`config.mk`:
```
export PLATFORM = sky130hd
export DESIGN_NAME = spi_word_packer
export DESIGN_NICKNAME = d
export VERILOG_FILES = /design/src/rtl/spi_pack_pkg.sv /design/src/rtl/spi_tx_unpacker.sv /design/src/rtl/spi_rx_packer.sv /design/src/rtl/spi_word_packer.sv
export SDC_FILE = /design/constraint.sdc
export NUM_CORES = 1
export LEC_CHECK = 0
export CORE_ASPECT_RATIO = 0.6
export CORE_UTILIZATION = 60
export CTS_CLUSTER_SIZE = 28
export DETAILED_ROUTE_END_ITERATION = 7
export DONT_BUFFER_PORTS = 1
export HOLD_SLACK_MARGIN = 0.1
export PLACE_DENSITY = 0.87
export SYNTH_ARGS = -nofsm -noshare
export SYNTH_HDL_FRONTEND = slang
export SYNTH_HIERARCHICAL = 1
export SYNTH_SLANG_ARGS = --single-unit
```
`constraint.sdc`:
```
create_clock -name clk -period 1.75 [get_ports clk]
set_input_delay 0.35 -clock clk [delete_from_list [all_inputs] [get_ports clk]]
set_output_delay 0.35 -clock clk [all_outputs]
set_load 0.005 [all_outputs]
```
`src/rtl/spi_pack_pkg.sv`:
```
package spi_pack_pkg;

  // Lane visited at position "step" of the serial order.
  // order = 0: top lane first; order = 1: bottom lane first.
  function automatic int lane_for_step(input int step, input int lanes, input bit order);
    return order ? step : (lanes - 1 - step);
  endfunction

endpackage

```
`src/rtl/spi_tx_unpacker.sv`:
```
module spi_tx_unpacker
  import spi_pack_pkg::*;
#(
  parameter int BYTE_W = 8,
  parameter int LANES  = 4,
  parameter bit ORDER  = 1'b0
) (
  input  logic                      clk,
  input  logic                      rst,
  input  logic [BYTE_W*LANES-1:0]   word_data,
  input  logic [LANES-1:0]          word_be,
  input  logic                      word_valid,
  output logic                      word_ready,
  output logic [BYTE_W-1:0]         byte_data,
  output logic                      byte_valid,
  input  logic                      byte_ready,
  output logic                      err_zero
);

  localparam int WORD_W = BYTE_W * LANES;

  logic [WORD_W-1:0]              word_q;
  logic [LANES-1:0]               mask_q;
  logic                           err_q;
  logic [LANES-1:0]               mask_ord;
  logic [LANES-1:0]               first_ord;
  logic [LANES-1:0]               clear_lane;
  logic [LANES-1:0][BYTE_W-1:0]   word_ord;

  // Put the lanes into serial order so that the lowest set bit is next.
  for (genvar s = 0; s < LANES; s++) begin : g_ord
    localparam int L = lane_for_step(s, LANES, ORDER);
    assign mask_ord[s]   = mask_q[L];
    assign word_ord[s]   = word_q[L*BYTE_W +: BYTE_W];
    assign clear_lane[L] = first_ord[s];
  end

  // Isolate the earliest pending lane.
  assign first_ord = mask_ord & (~mask_ord + 1'b1);

  always_comb begin
    byte_data = '0;
    for (int s = 0; s < LANES; s++) begin
      if (first_ord[s]) byte_data = byte_data | word_ord[s];
    end
  end

  assign word_ready = (mask_q == '0);
  assign byte_valid = (mask_q != '0);
  assign err_zero   = err_q;

  always_ff @(posedge clk) begin
    if (rst) begin
      mask_q <= '0;
      err_q  <= 1'b0;
    end else begin
      err_q <= 1'b0;
      if (word_valid && word_ready) begin
        word_q <= word_data;
        mask_q <= word_be;
        err_q  <= (word_be == '0);
      end else if (byte_valid && byte_ready) begin
        mask_q <= mask_q & ~clear_lane;
      end
    end
  end

endmodule

```
`src/rtl/spi_rx_packer.sv`:
```
module spi_rx_packer
  import spi_pack_pkg::*;
#(
  parameter int BYTE_W = 8,
  parameter int LANES  = 4,
  parameter bit ORDER  = 1'b0
) (
  input  logic                      clk,
  input  logic                      rst,
  input  logic [BYTE_W-1:0]         byte_data,
  input  logic                      byte_valid,
  input  logic                      byte_last,
  output logic                      byte_ready,
  output logic [BYTE_W*LANES-1:0]   word_data,
  output logic                      word_valid,
  input  logic                      word_ready
);

  localparam int WORD_W = BYTE_W * LANES;
  localparam int CNT_W  = (LANES > 1) ? $clog2(LANES) : 1;

  logic [WORD_W-1:0] acc_q;
  logic [CNT_W-1:0]  cnt_q;
  logic              full_q;
  logic [LANES-1:0]  slot;

  // One-hot lane that the next byte fills.
  for (genvar s = 0; s < LANES; s++) begin : g_slot
    localparam int L = lane_for_step(s, LANES, ORDER);
    assign slot[L] = (cnt_q == CNT_W'(s));
  end

  assign byte_ready = !full_q;
  assign word_valid = full_q;
  assign word_data  = acc_q;

  always_ff @(posedge clk) begin
    if (rst) begin
      acc_q  <= '0;
      cnt_q  <= '0;
      full_q <= 1'b0;
    end else if (full_q) begin
      if (word_ready) begin
        acc_q  <= '0;
        cnt_q  <= '0;
        full_q <= 1'b0;
      end
    end else if (byte_valid) begin
      for (int l = 0; l < LANES; l++) begin
        if (slot[l]) acc_q[l*BYTE_W +: BYTE_W] <= byte_data;
      end
      cnt_q <= cnt_q + 1'b1;
      if (byte_last || cnt_q == CNT_W'(LANES - 1)) full_q <= 1'b1;
    end
  end

endmodule

```
`src/rtl/spi_word_packer.sv`:
```
module spi_word_packer #(
  parameter bit BYTE_ORDER = 1'b0,
  parameter int BYTE_W     = 8,
  parameter int LANES      = 4
) (
  input  logic                     clk,
  input  logic                     rst,
  input  logic [BYTE_W*LANES-1:0]  tx_word_data,
  input  logic [LANES-1:0]         tx_word_be,
  input  logic                     tx_word_valid,
  output logic                     tx_word_ready,
  output logic [BYTE_W-1:0]        tx_byte_data,
  output logic                     tx_byte_valid,
  input  logic                     tx_byte_ready,
  input  logic [BYTE_W-1:0]        rx_byte_data,
  input  logic                     rx_byte_valid,
  input  logic                     rx_byte_last,
  output logic                     rx_byte_ready,
  output logic [BYTE_W*LANES-1:0]  rx_word_data,
  output logic                     rx_word_valid,
  input  logic                     rx_word_ready,
  output logic                     err_access,
  output logic                     byte_order
);

  spi_tx_unpacker #(.BYTE_W(BYTE_W), .LANES(LANES), .ORDER(BYTE_ORDER)) u_tx (
    .clk        (clk),
    .rst        (rst),
    .word_data  (tx_word_data),
    .word_be    (tx_word_be),
    .word_valid (tx_word_valid),
    .word_ready (tx_word_ready),
    .byte_data  (tx_byte_data),
    .byte_valid (tx_byte_valid),
    .byte_ready (tx_byte_ready),
    .err_zero   (err_access)
  );

  spi_rx_packer #(.BYTE_W(BYTE_W), .LANES(LANES), .ORDER(BYTE_ORDER)) u_rx (
    .clk        (clk),
    .rst        (rst),
    .byte_data  (rx_byte_data),
    .byte_valid (rx_byte_valid),
    .byte_last  (rx_byte_last),
    .byte_ready (rx_byte_ready),
    .word_data  (rx_word_data),
    .word_valid (rx_word_valid),
    .word_ready (rx_word_ready)
  );

  assign byte_order = BYTE_ORDER;

endmodule

```
# Yosys cells after proc, flatten, opt, wreduce, memory -nomap -nowiden
# Index checks and enable logic that the tools add are counted.
# word_totals
register_bits	72
input_bits	51
output_inout_bits	46
wordCells	65
# classes
add_sub_neg	2
n_eq_ne	4
muxes	20
bitwise_logic	9
reduce_logical	21
# ops
cell	n
32-bit 2-to-1 mux	3
8-bit 2-to-1 mux	8
8-bit bitwise OR	3
3-bit AND reduction	4
2-bit nonzero test	6
4-bit AND	2
4-bit logical NOT	2
4-bit 2-to-1 mux	2
4-bit inverter	2
2-bit 2-to-1 mux	3
4-bit by 1-bit adder with 4-bit output (second input constant)	1
2-bit equality test (second input constant)	2
1-bit 2-to-1 mux	4
2-bit AND reduction	2
4-bit nonzero test	1
2-bit by 1-bit adder with 2-bit output (second input constant)	1
2-bit by 1-bit equality test with 1-bit output (second input constant)	1
1-bit logical AND	2
2-bit logical NOT	1
2-bit != test (second input constant)	1
1-bit inverter	2
2-bit OR reduction	1
1-bit logical NOT	1
1-bit logical OR	1

# Logic depth before layout (Yosys ltp)
# Gate-level depths: netlist (run 1).
# logic_depth
word_depth	10
mapped_depth	6
mapped_depth_nobuf	5

# Modules after synthesis
# Netlist (run 1), hierarchy kept.
# modules_own_cells
module	n_inst	cells_per_inst	area_per_inst_um2	seq_area_each_um2
spi_tx_unpacker	1	91	1421.4	1061.0
spi_rx_packer	1	138	1300.0	700.7
spi_word_packer	1	2	11.3	0.0

# Worst setup path after synthesis (run 1)
# Ideal clock, no wire load.
# synth_path
path_kind	register to register
from	register u_tx.mask_q[3]
to	register u_tx.word_q[0], enable pin
setup_time_ns	0.343
t_arrival_ns	1.167
t_required_ns	1.407
setup_slack_ns	0.241
stages_incl_launch_ff	4
path_buffers	1
synth_period_minus_slack_ns	1.509
path_cell_list	dfxtp_1 > nor4_2 > and3_1 > buf_4
# synth_between
elab_chain_cells	3
# synth_lines
item	line_no	source
start, declared	spi_tx_unpacker.sv:23	logic [LANES-1:0] mask_q;
start signal, assigned	spi_tx_unpacker.sv:60	mask_q <= word_be;
start signal, assigned	spi_tx_unpacker.sv:63	mask_q <= mask_q & ~clear_lane;
4-bit logical NOT	spi_tx_unpacker.sv:48	assign word_ready = (mask_q == '0);
net tx_word_ready	spi_word_packer.sv:11	output logic tx_word_ready,
1-bit logical AND	spi_tx_unpacker.sv:58	if (word_valid && word_ready) begin
2-bit AND reduction (no source line)	--	
end signal, assigned	spi_tx_unpacker.sv:59	word_q <= word_data;
end, declared	spi_tx_unpacker.sv:22	logic [WORD_W-1:0] word_q;
# The timed path passes the listed nets, and every way through them passes these cells.
# A chain may end at the register's enable or synchronous reset.

# Worst setup path in the final report (run 1)
# layout_path
from	register u_tx.mask_q[2]
to	output port tx_byte_data[2]
# layout_between
elab_chain_cells	8
# layout_lines
item	line_no	source
4-bit inverter	spi_tx_unpacker.sv:39	assign first_ord = mask_ord & (~mask_ord + 1'b1);
4-bit by 1-bit adder with 4-bit output	spi_tx_unpacker.sv:39	
4-bit AND (*)	spi_tx_unpacker.sv:39	
8-bit 2-to-1 mux	spi_tx_unpacker.sv:44	if (first_ord[s]) byte_data = byte_data | word_ord[s];
8-bit bitwise OR	spi_tx_unpacker.sv:44	
8-bit 2-to-1 mux	spi_tx_unpacker.sv:44	
8-bit bitwise OR	spi_tx_unpacker.sv:44	
8-bit 2-to-1 mux (*)	spi_tx_unpacker.sv:44	
end, declared	spi_word_packer.sv:12	output logic [BYTE_W-1:0] tx_byte_data,
# Every way passes the cells marked *; elsewhere a longest branch is shown, timed or not.

==> summary by stage, run 1 <==
Layout
The final standard cell utilization of the core is 84.0%. The final-layout fill cell count is 227. The share of layout cells above drive strength 1 is 22.2%. Relative to the synthesized area, the layout overhead comes to 30.2%. The final layout contains 329 nets.

The number of cells in the finished layout apart from fillers is 339. The number of antenna diodes is 0. The footprint of the flip-flops and latches is 1770 um^2. Summing all multi-input logic gate instances after layout gives 1000 um^2. The finished cells cover 3560 um^2.

Synthesis
The Yosys step of the flow raised 6 warnings. The cell count after synthesis came out at 231. The share of synthesized area occupied by flip-flops and latches is 64.5%. Of all flip-flops after synthesis, the portion carrying an async set or reset was 0%. Of all cell types, the one taking the most synthesized area is sky130_fd_sc_hd__edfxtp_1. Sorting the synthesized cells by area gives the leading types as sky130_fd_sc_hd__edfxtp_1 35%, sky130_fd_sc_hd__dfxtp_1 29%, sky130_fd_sc_hd__o21ai_0 6.6%, sky130_fd_sc_hd__nand3_1 5.9%, sky130_fd_sc_hd__a221oi_1 2.6%. The most common flop cell mapped by yosys is sky130_fd_sc_hd__dfxtp_1. The post-synthesis instance area is 2730 um^2. The number of synthesized register bits is 72. In this run the biggest area consumer among cell types represents 35.2% of the synthesized area. The mean instance size in the synthesized netlist is 11.8 um^2. In this run, distinct cell masters in the synthesized netlist total 34. Synthesis produced a netlist with a net count of 286. The number of flops mapped to enable cells by yosys is 32.

Setup path
The kind of end point of the critical path is an output pin. The worst setup path is launched from a flop. The slowest cell on the critical path is sky130_fd_sc_hd__dfxtp_4. The largest fanout of any net on the critical path is 8. For this run, the slowest stage of the critical path takes 0.37 ns.

Data on the critical path arrives at its endpoint at 1.47 ns. The critical path is of the flop to output pin type. Traced cell by cell, the critical path runs through buf_8, nor4b_4, buf_6, nand2_1, o21ai_2. In this run the register-to-register setup slack is 0.12 ns. The required time of the critical path is 1.40 ns.

Detailed routing
The routed design uses 3.63 mm of met2 wire. The initial DRC count is 149. In the routed design, unresolved DRC markers number 0.

The post-detailed-route count of antenna-violating nets is 0. For this block, wires on met1 add up to 3.08 mm. The count of TritonRoute iterations in the first routing pass is 4. The total number of vias is 2045.

The highest metal layer with signal wires is met4. Dividing the detail-routed wire length by the instance count gives 22.3 um. Summed over all nets, wire length on met3 after detailed routing comes to 652 um. The via density per instance is 6.03. Wires add up to 7.57 mm.

Timing
The final-layout setup total negative slack is -0.441 ns. The worst path uses 104% of the clock period. The hold violation total from the final report is 0.

The worst-case headroom to the max-slew limit is 59.8%. For the pin with the worst max-slew slack, the measured transition is 0.602 ns. The setup clock skew after layout is 0.0109 ns.

In the post-route analysis, the smallest setup slack over all paths is -0.0687 ns. The final count of pins violating max slew was 0. The routed design could run at a clock period as short as 1.82 ns.

Setup repair after global routing could not meet its margin everywhere. The final number of setup-violating endpoints is 8. The top achievable clock speed is 550 MHz.

GRT
The number of global-route vias before repair is 1791. The overflow left after global routing is 0. The largest net degree at the start of global routing is 38. The aggregate global-route resource usage is 26.4%.

The initial antenna violation count is 0. The first global-routing pass estimated 8.83 mm of wire.

CTS
The depth of the CTS H-tree is 3. Counting along the longest clock path gives a buffer depth of 2. TritonCTS created 9 clock buffers. TritonCTS built the clock tree. The tree is rooted in a sky130_fd_sc_hd__clkbuf_8. The CTS sink count is 72. The later pin in the worst-skew pair is clocked with a latency of 0.34 ns. After clock tree synthesis, the clock-pin slew on the worst setup and hold paths is 0.08 ns.

Placement
The sum of net half-perimeters after detailed placement is 3.94 mm. In this run the cell area measured after placement is 2760 um^2. Once placement completed, the tool counted placed cells totaling 282. The port buffer count is 0. The placer's final routability congestion estimate is 0.805.

Pwr
The combinational share of power is 13.2%. The sequential share of power is 54.5%. Across the VDD grid, the largest voltage drop is 0.745 mV. The switching power is 0.936 mW. The total power is 3.52 mW. The clock network fraction of design power is 32.4%. The switching part of the total is 26.6%. Cell internal power was estimated by the tool at 2.58 mW.

For this design the ratio of total power to cell area is 990 nW/um^2. The leakage power figure is 1.23 nW.

Die
The number of rows created at floorplan is 18. The die area is 4840 um^2. The I/O pin total is 97. The die is 89.1 um wide. In this run the standard cell core region covers 4230 um^2. The die is 54.3 um tall. The initial utilization of the core area, before any placement, comes to 64.5%.

Outcome
The run finished, with violations left. The final reports fail on negative setup slack.

Min path
The path class of the tightest hold or removal check is input port to flop.

Run
The number of maximum-capacitance violations is 0.
## what timing repair did
| action | CTS | global route |
|---|---|---|
| pin swaps | 2 | 12 |
| setup buffers | 4 | 3 |
| hold buffers | 22 | 11 |
| resized for setup | 23 | 24 |
| gates cloned | 1 | 0 |
| hold endpoints to repair | 24 | 11 |
| endpoints found under the setup margin | 8 | 8 |
## synthesized netlist by cell type, types with 2 or more instances
master,count
sky130_fd_sc_hd__a221oi_1,8
sky130_fd_sc_hd__a32o_1,2
sky130_fd_sc_hd__buf_2,5
sky130_fd_sc_hd__buf_4,2
sky130_fd_sc_hd__buf_6,5
sky130_fd_sc_hd__clkbuf_1,3
sky130_fd_sc_hd__dfxtp_1,40
sky130_fd_sc_hd__edfxtp_1,32
sky130_fd_sc_hd__ha_1,4
sky130_fd_sc_hd__inv_1,5
sky130_fd_sc_hd__nand2_1,9
sky130_fd_sc_hd__nand2b_1,9
sky130_fd_sc_hd__nand3_1,32
sky130_fd_sc_hd__nand3b_1,3
sky130_fd_sc_hd__nor2_1,5
sky130_fd_sc_hd__nor2b_1,10
sky130_fd_sc_hd__o21ai_0,36
sky130_fd_sc_hd__o21ai_1,5
## final timing paths
check                          start            endpoint  cells past startpoint
hold reg to reg   u_rx/word_data[15]  u_rx/word_data[15]                      2
hold / removal         tx_word_be[1]      u_tx/mask_q[1]                      1
setup reg to reg      u_tx/mask_q[3]      u_tx/word_q[0]                      3
setup / recovery      u_tx/mask_q[2]     tx_byte_data[2]                      5
## kinds of logic (layout without fill, tap and decap cells)
logic type                 count (synthesis)  after routing  share of synthesized area, %
adders and majority gates                  4              4                          1.83
buffers and inverters                     20             68                          4.62
DFF                                       72             72                          64.5
other                                      1              1                         0.137
AOI/OAI and AO/OA                         56             56                          12.3
muxes                                      1              1                         0.366
and+or+nand+nor                           77             77                          16.3
## worst max-delay path: cells and delay by family, from the launching register on
kind	cells	cell delay, ns
compound gates	1	0.07
buf+inv	2	0.34
flops	1	0.37
simple gates	2	0.34
## placed cells by master, fill, tap and decap left out, drive strengths merged, types with 2 or more instances in the layout
cell / instances
dfxtp: 40
o21ai: 41
nor4: 2
inv: 5
ha: 4
nand2: 9
clkinv: 3
edfxtp: 32
nor2: 5
nand3: 32
a21oi: 2
nor2b: 10
clkinvlp: 4
a221oi: 8
nand2b: 10
nand3b: 4
dlygate4sd3: 33
buf: 13
clkbuf: 9
a32o: 2
## metal layers
metal | GRT usage, % | up-vias
li1 | - | 930
met1 | 34.0 | 993
met2 | 41.3 | 101
met3 | 11.5 | 21
met4 | 7.14 | 0
met5 | 0 | -
## sequential cells by signal (all words and copies together) (netlist names)
signal           flops
u_rx/word_valid      1
u_rx/word_data      32
u_tx/word_q         32
u_rx/cnt_q           2
u_tx/err_zero        1
u_tx/mask_q          4
## power by group through the flow
stage	Combinational [mW]	Sequential, mW	Clock, mW
floorplan	0.211	1.92	0
global placement	0.251	1.93	0
detailed placement	0.262	1.93	0
CTS	0.355	1.90	1.14
global route	0.494	1.92	1.21
finish	0.463	1.92	1.14
## through the flow
step / hold slack, ns / setup slack, ns
3_3_place_gp: 0.420 / 0.162
5_1_grt: 0.139 / -0.112
3_5_place_dp: 0.422 / 0.0688
6_report: 0.149 / -0.0687
2_1_floorplan: 0.449 / 0.241
4_1_cts: 0.100 / -0.00821
## final cells by class
class / instances / share of cell area (%)
Tap cell: 60 / 2.11
Inverter: 5 / 0.528
Sequential cell: 72 / 49.8
Multi-Input combinational cell: 139 / 28.2
Timing Repair Buffer: 47 / 14.5
Clock inverter: 7 / 1.37
Clock buffer: 9 / 3.48
(Power assumes the default switching activity.)
==> inputs of run 2 (changes only) <==
==> constraint.sdc (replaced) <==
create_clock -name clk -period 1.75 [get_ports clk]
set_input_delay 0.525 -clock clk [delete_from_list [all_inputs] [get_ports clk]]
set_output_delay 0.525 -clock clk [all_outputs]
set_load 0.005 [all_outputs]
==> run 2 against run 1 <==
Against the previous run: global-route usage fell by 1.4 points; clock skew decreased by 0.0057 ns; die area is the same; critical path depth did not move; clock power is 36% higher; the run still ends with negative setup slack left; hold slack gained 0.10 ns; worst setup slack lost 0.13 ns; largest cell class unchanged; final area shrank 8.9%; via count is 10% lower; utilization down 7.5 points; sequential share of layout area rose by 4.8 points.
==> summary by stage, run 2 (synthesized netlist as in run 1, its figures left out) <==
Outcome
The flow ran to the end, but the final reports show violations. The final reports fail on negative setup slack.

Detailed routing
The total number of vias is 1835 (-10%). The via density per instance is 6.00 (-0.59%). The aggregate routed wire length was 6.07 mm (-20%). The initial DRC count is 61 (-59%).

The final routed DRC violation total is 0 (unchanged). The wire length per cell is 19.8 um (-11%). The post-detailed-route count of antenna-violating nets is 0 (unchanged). The count of TritonRoute iterations in the first routing pass is 4 (unchanged).

CTS
CTS placed an instance of sky130_fd_sc_hd__clkbuf_8 at the clock tree root. The CTS sink count is 72 (unchanged). The source-to-sink clock delay at the later pin of the worst-skew pair is 0.34 ns (about the same).

The number of buffers between clock root and the deepest sink is 2 (unchanged). The register clock-pin slew on the reported worst setup and hold paths is 0.07 ns (about the same). The number of hold buffers added after CTS is 0 (-100%). The number of clock buffers inserted by TritonCTS is 9 (unchanged).

The TritonCTS clock tree is built. The depth of the CTS H-tree is 3 (unchanged).

Timing
The hold violation total from the final report is 0 (unchanged). The post-route clock period utilization was 112% (+7.6 points). The setup clock skew after layout came to 0.00524 ns (-0.00571 ns). The final count of pins violating max slew came to 0 (unchanged). The worst-case headroom to the max-slew limit was 61.9% (+2.2 points). Setup repair after global routing could not meet its margin everywhere.

The worst setup slack after layout was -0.202 ns (-0.133 ns). The pin slew with the least headroom to its limit came to 0.569 ns (-0.0323 ns). The final-layout setup total negative slack was -1.75 ns (-1.31 ns). The final number of setup-violating endpoints is 10 (+2).

The shortest clock period the worst path allows after layout was 1.95 ns (+0.133 ns). The top achievable clock speed is 512 MHz (-6.8%).

Die
The I/O pin total is 97 (unchanged). The die width is 89.1 um (unchanged). The placeable core area was 4230 um^2 (unchanged). The initial core utilization is 64.5% (unchanged). The die area came to 4840 um^2 (unchanged). The number of rows created at floorplan was 18 (unchanged). The vertical die dimension came to 54.3 um (unchanged).

Layout
The final standard cell utilization of the core was 76.5% (-7.5 points). The number of cells in the finished layout apart from fillers is 306 (-9.7%). The synthesis-to-finish area growth is 18.5%. The number of antenna diodes is 0 (unchanged).

The post-route cell area is 3240 um^2 (-8.9%). Leaving out fill and tap cells, the most frequent cells in the layout are 37 x sky130_fd_sc_hd__dfxtp_1, 32 x sky130_fd_sc_hd__nand3_1, 32 x sky130_fd_sc_hd__edfxtp_1. The share of layout cells above drive strength 1 is 26.4% (+4.2 points). The net total in the final layout is 296 (-10%).

The library cell used most frequently in the layout, excluding fill and tap cells, is sky130_fd_sc_hd__dfxtp_1.

Placement
The sum of net half-perimeters after detailed placement is 4.05 mm (+2.6%). The placer's final routability congestion estimate is 0.783 (-2.6%). The total placed instance area was 2770 um^2 (+0.27%). The placed cell count is 283 (+0.35%).

The port buffer count is 0 (unchanged).

Pwr
The leakage power figure was 1.13 nW (-8.7%). The worst voltage drop across the vdd grid is 0.830 mV (+11%). The total power per unit cell area is 1180 nW/um^2 (+19%). The total power is 3.83 mW (+8.8%).

Setup path
The required time of the critical path is 1.22 ns (-0.18 ns). The kind of end point of the critical path is an output pin. Traced cell by cell, the critical path runs through buf_6, nor4b_4, buf_6, nand2_2, o21ai_2. The startpoint type of the worst setup path is a flop. The cell family contributing the most delay on the critical path is simple AND/OR/NAND/NOR gates. The critical path is of the flop to output pin type. The delay of the slowest critical-path stage came to 0.33 ns (-0.04 ns). The data arrival time of the critical path is 1.43 ns (-0.04 ns).

The largest fanout of any net on the critical path is 8 (unchanged). The buffering stage count on the worst path with inverters included was 2 (unchanged). Among the stages of the critical path, the cell type that occurs most often is sky130_fd_sc_hd__buf_6. The slowest cell on the critical path is sky130_fd_sc_hd__dfxtp_2.

GRT
The global-route wire length before repair is 8.16 mm (-7.6%). The number of global-route vias before repair is 1633 (-8.8%). The largest net degree at the start of global routing came to 38 (unchanged).

The overflow left after global routing is 0 (unchanged). The aggregate global-route resource usage is 25.0% (-1.4 points). The initial antenna violation count came to 0 (unchanged).

Min path
The min-delay analysis places its worst path in the category input port to flop.

Run
The number of maximum-capacitance violations is 0 (unchanged).
-- run 2: changes by cell type in the layout (fill, tap and decap cells not counted), moves of 2 or more --
| cell | change |
|---|---|
| sky130_fd_sc_hd__a221oi_4 | -4 |
| sky130_fd_sc_hd__nand2_1 | -2 |
| sky130_fd_sc_hd__bufinv_16 | +3 |
| sky130_fd_sc_hd__clkinvlp_4 | -3 |
| sky130_fd_sc_hd__nand2_2 | +2 |
| sky130_fd_sc_hd__dlygate4sd3_1 | -33 |
| sky130_fd_sc_hd__a221oi_2 | +4 |
-- run 2: where the power goes --
part | leakage (nW) | switching [mW] | total [mW] | internal (mW)
Sequential | 0.622 | 0.0580 | 1.91 | 1.85
Combinational | 0.385 | 0.206 | 0.372 | 0.167
Clock | 0.119 | 0.602 | 1.55 | 0.948
Total | 1.13 | 0.865 | 3.83 | 2.96
-- run 2: worst register-to-register path, cell delays in order, from the launching register on --
cell and delay, ns:
sky130_fd_sc_hd__dfxtp_2 0.33, sky130_fd_sc_hd__buf_6 0.13, sky130_fd_sc_hd__buf_6 0.11, sky130_fd_sc_hd__nor4_4 0.23
sky130_fd_sc_hd__buf_4 0.16, sky130_fd_sc_hd__and3_1 0.21, sky130_fd_sc_hd__buf_12 0.22
-- run 2: timing repair --
item,4_1_cts,5_1_grt
setup endpoints to repair,10,10
setup buffers,3,4
resized for setup,25,21
pin swaps,3,3
-- run 2: final cells by class --
class / instances / area (um^2)
inverter: 5 / 18.8
sequential: 72 / 1770
clock buffer: 9 / 124
tap: 60 / 75.1
timing repair buffer: 14 / 161
multi-input combinational: 139 / 972
clock inverter: 7 / 120
fill: 279 / 995
-- run 2: worst paths after layout --
kind | start | endpoint | slack (ns) | cells after the start
min reg2reg | u_rx/word_data[24] | u_rx/word_data[24] | 0.48 | 2
min | rst | u_rx/word_valid | 0.25 | 1
max | u_tx/mask_q[1] | tx_byte_data[0] | -0.20 | 5
max reg2reg | u_tx/mask_q[1] | u_tx/word_q[22] | 0.04 | 6
-- run 2: per-layer routing --
layer | vias to the layer above | share of wire, % | global-route usage [%]
li1 | 859 | - | -
met1 | 897 | 46 | 32.5
met2 | 74 | 44 | 36.6
met3 | 5 | 8.8 | 12.1
met4 | 0 | 0.68 | 8.73
met5 | - | 0 | 0
-- run 2: metrics by stage --
stage | setup slack [ns] | hold WS [ns]
after CTS | -0.206 | 0.228
after detailed placement | -0.0909 | 0.471
final | -0.202 | 0.248
after global routing | -0.244 | 0.224
after floorplan | 0.200 | 0.453
after global placement | -0.0168 | 0.468
==> inputs of run 3 (changes only) <==
--- a/config.mk
+++ b/config.mk
@@ -11,7 +11,7 @@
 export DETAILED_ROUTE_END_ITERATION = 7
 export DONT_BUFFER_PORTS = 1
 export HOLD_SLACK_MARGIN = 0.1
-export PLACE_DENSITY = 0.87
+export PLACE_DENSITY = 0.8
 export SYNTH_ARGS = -nofsm -noshare
 export SYNTH_HDL_FRONTEND = slang
 export SYNTH_HIERARCHICAL = 1
==> constraint.sdc (replaced) <==
create_clock -name clk -period 2.4 [get_ports clk]
set_input_delay 0.72 -clock clk [delete_from_list [all_inputs] [get_ports clk]]
set_output_delay 0.72 -clock clk [all_outputs]
set_load 0.005 [all_outputs]
==> run 3 against run 2 <==
Against the previous run: the run now ends clean; register-to-register slack better by 0.61 ns; first-iteration DRC count is 110% higher; sequential cell count is the same; final area shrank 8.2%; clock skew increased by 0.0012 ns; wire length fell by 9.3%; critical path type unchanged; largest power group unchanged; highest routed layer unchanged.
==> summary by stage, run 3 (synthesized netlist as in run 1, its figures left out) <==
GRT
The initial antenna violation count is 0 (unchanged). The aggregate global-route resource usage is 24.3% (-0.66 points). The number of global-route vias before repair came to 1571 (-3.8%). The largest net degree at the start of global routing is 38 (unchanged). The global-route wire length before repair came to 7.87 mm (-3.6%). The overflow left after global routing is 0 (unchanged).

Timing
The worst-case headroom to the max-slew limit was 61.7% (-0.23 points). The hold violation total from the final report came to 0 (unchanged). The final number of setup-violating endpoints was 0 (-10).

Subtracting the final worst setup slack from the clock period gives 2.23 ns. The final critical path takes up 92.8% of the cycle. The setup clock skew after layout is 0.00647 ns (+0.00123 ns). Setup repair after global routing left no endpoint under its margin. The final count of pins violating max slew is 0 (unchanged).

The final-layout setup total negative slack is 0 ns (+1.75 ns). The pin slew with the least headroom to its limit was 0.573 ns (+0.00343 ns). The top achievable clock speed is 449 MHz.

CTS
The number of hold buffers added after CTS is 0 (unchanged). The register clock-pin slew on the reported worst setup and hold paths is 0.07 ns (about the same). The number of clock buffers inserted by TritonCTS is 9 (unchanged). The TritonCTS clock tree is built. The CTS sink count is 72 (unchanged). The depth of the CTS H-tree is 3 (unchanged). The root buffer cell is sky130_fd_sc_hd__clkbuf_8. The number of buffers between clock root and the deepest sink is 2 (unchanged). The source-to-sink clock delay at the later pin of the worst-skew pair is 0.34 ns (about the same).

Pwr
The leakage power figure came to 1.01 nW (-10%). The switching part of the total is 22.0% (-0.56 points). The combinational share of power is 6.3% (-3.4 points). The sequential share of power is 51.6% (+1.8 points).

The switching power is 0.594 mW (-31%). The clock network fraction of design power is 42.1% (+1.6 points). The total power came to 2.69 mW (-30%). The total power per unit cell area is 906 nW/um^2 (-23%). The worst voltage drop across the vdd grid is 0.547 mV (-34%). The internal power summed over all cells is 2.10 mW (-29%).

Detailed routing
The post-detailed-route count of antenna-violating nets is 0 (unchanged). The total number of vias came to 1752 (-4.5%). The initial DRC count is 131 (+110%). The count of TritonRoute iterations in the first routing pass is 4 (unchanged). The wire length per cell is 18.7 um (-5.9%). The via density per instance is 5.94 (-0.96%). The aggregate routed wire length came to 5.51 mm (-9.3%). The final routed DRC violation total is 0 (unchanged).

Layout
The number of antenna diodes was 0 (unchanged). The most common library cell in the layout ignoring fill and taps is sky130_fd_sc_hd__dfxtp_1. The net total in the final layout is 285 (-3.7%).

The synthesis-to-finish area growth is 8.84%. The final-layout fill cell count is 331 (+19%). The footprint of the flip-flops and latches came to 1760 um^2 (-0.28%). The share of layout cells above drive strength 1 came to 11.1% (-15 points). The area of the multi-input gates came to 852 um^2 (-12%). In the layout the commonest cells are 39 x sky130_fd_sc_hd__dfxtp_1, 36 x sky130_fd_sc_hd__o21ai_0, 32 x sky130_fd_sc_hd__nand3_1, 32 x sky130_fd_sc_hd__edfxtp_1.

Min path
The worst min-delay path category is input port to flop.

Setup path
The largest fanout of any net on the critical path is 14 (+6). The required time of the critical path came to 1.68 ns (+0.46 ns). The kind of end point of the critical path is an output pin. The data arrival time of the critical path is 1.51 ns (+0.08 ns). The slack of the worst reg-to-reg path came to 0.65 ns (+0.61 ns).

The worst setup path is launched from a flop. The critical setup path kind is flop to output pin.

Die
The initial core utilization is 64.5% (unchanged). The I/O pin total is 97 (unchanged). The number of rows created at floorplan is 18 (unchanged). The die area is 4840 um^2 (unchanged).

The die width came to 89.1 um (unchanged). The vertical die dimension was 54.3 um (unchanged). The placeable core area is 4230 um^2 (unchanged).

Placement
The placer's final routability congestion estimate came to 0.778 (-0.71%). The sum of net half-perimeters after detailed placement is 3.94 mm (-2.5%). The port buffer count was 0 (unchanged).

Outcome
The flow ran to the end, and the final reports show no timing, DRC or antenna violations.

Run
The number of maximum-capacitance violations came to 0 (unchanged).
[run 3: cell types whose count changed in the layout (fill, tap and decap cells not counted), sizes merged]
cell	delta
inv	+1
clkinv	-1
buf	-11
[run 3: repair_timing]
action,CTS,global route
setup endpoints to repair,8,7
resized for setup,2,1
cloned,0,0
buffers inserted,0,0
[run 3: path summary, 6_finish.rpt]
kind	startpoint	to	depth (start not counted)
setup reg to reg	u_tx/mask_q[3]	u_tx/word_q[20]	3
hold reg to reg	u_rx/word_data[6]	u_rx/word_data[6]	2
hold / removal	rst	u_rx/word_valid	1
setup / recovery	u_tx/mask_q[2]	tx_byte_data[1]	3
[run 3: final cells by class]
class,instances,share of cell area [%]
multi-input combinational,139,28.6
timing repair buffer,3,0.757
sequential,72,59.3
clock buffer,9,4.16
clock inverter,7,4.00
inverter,5,0.631
tap,60,2.52
[run 3: worst max-delay path, cell delays in order, from the launching register on]
cell and delay, ns:
sky130_fd_sc_hd__dfxtp_2 0.43, sky130_fd_sc_hd__nor4b_4 0.51, sky130_fd_sc_hd__nand2_1 0.10, sky130_fd_sc_hd__o21ai_0 0.12
[run 3: metrics by stage]
| step | util, % | cells | hold WS [ns] | cell area [um^2] | setup slack, ns |
|---|---|---|---|---|---|
| finish | 70.2 | 295 | 0.444 | 2970 | 0.173 |
| global route | 70.2 | 295 | 0.416 | 2970 | 0.0343 |
| CTS | 70.1 | 295 | 0.418 | 2970 | 0.0499 |
| detailed placement | 64.3 | 279 | 0.476 | 2720 | 0.205 |
| global placement | 64.3 | 279 | 0.472 | 2720 | 0.228 |
| floorplan | - | 231 | 0.453 | 2730 | 0.655 |
[run 3: per-layer routing]
layer / share of wire (%) / vias to the layer above / track usage, % / wire length, um
li1: - / 840 / - / -
met1: 46 / 828 / 32.8 / 2540
met2: 44 / 79 / 34.2 / 2420
met3: 9.2 / 5 / 11.6 / 507
met4: 0.74 / 0 / 8.73 / 41
met5: 0 / - / 0 / 0
[run 3: power groups by stage]
stage	Sequential [mW]	Clock, mW	Combinational (mW)
floorplan	1.40	0	0.154
global placement	1.41	0	0.165
detailed placement	1.42	0	0.169
finish	1.39	1.13	0.170
global route	1.40	1.21	0.193
CTS	1.39	1.16	0.169
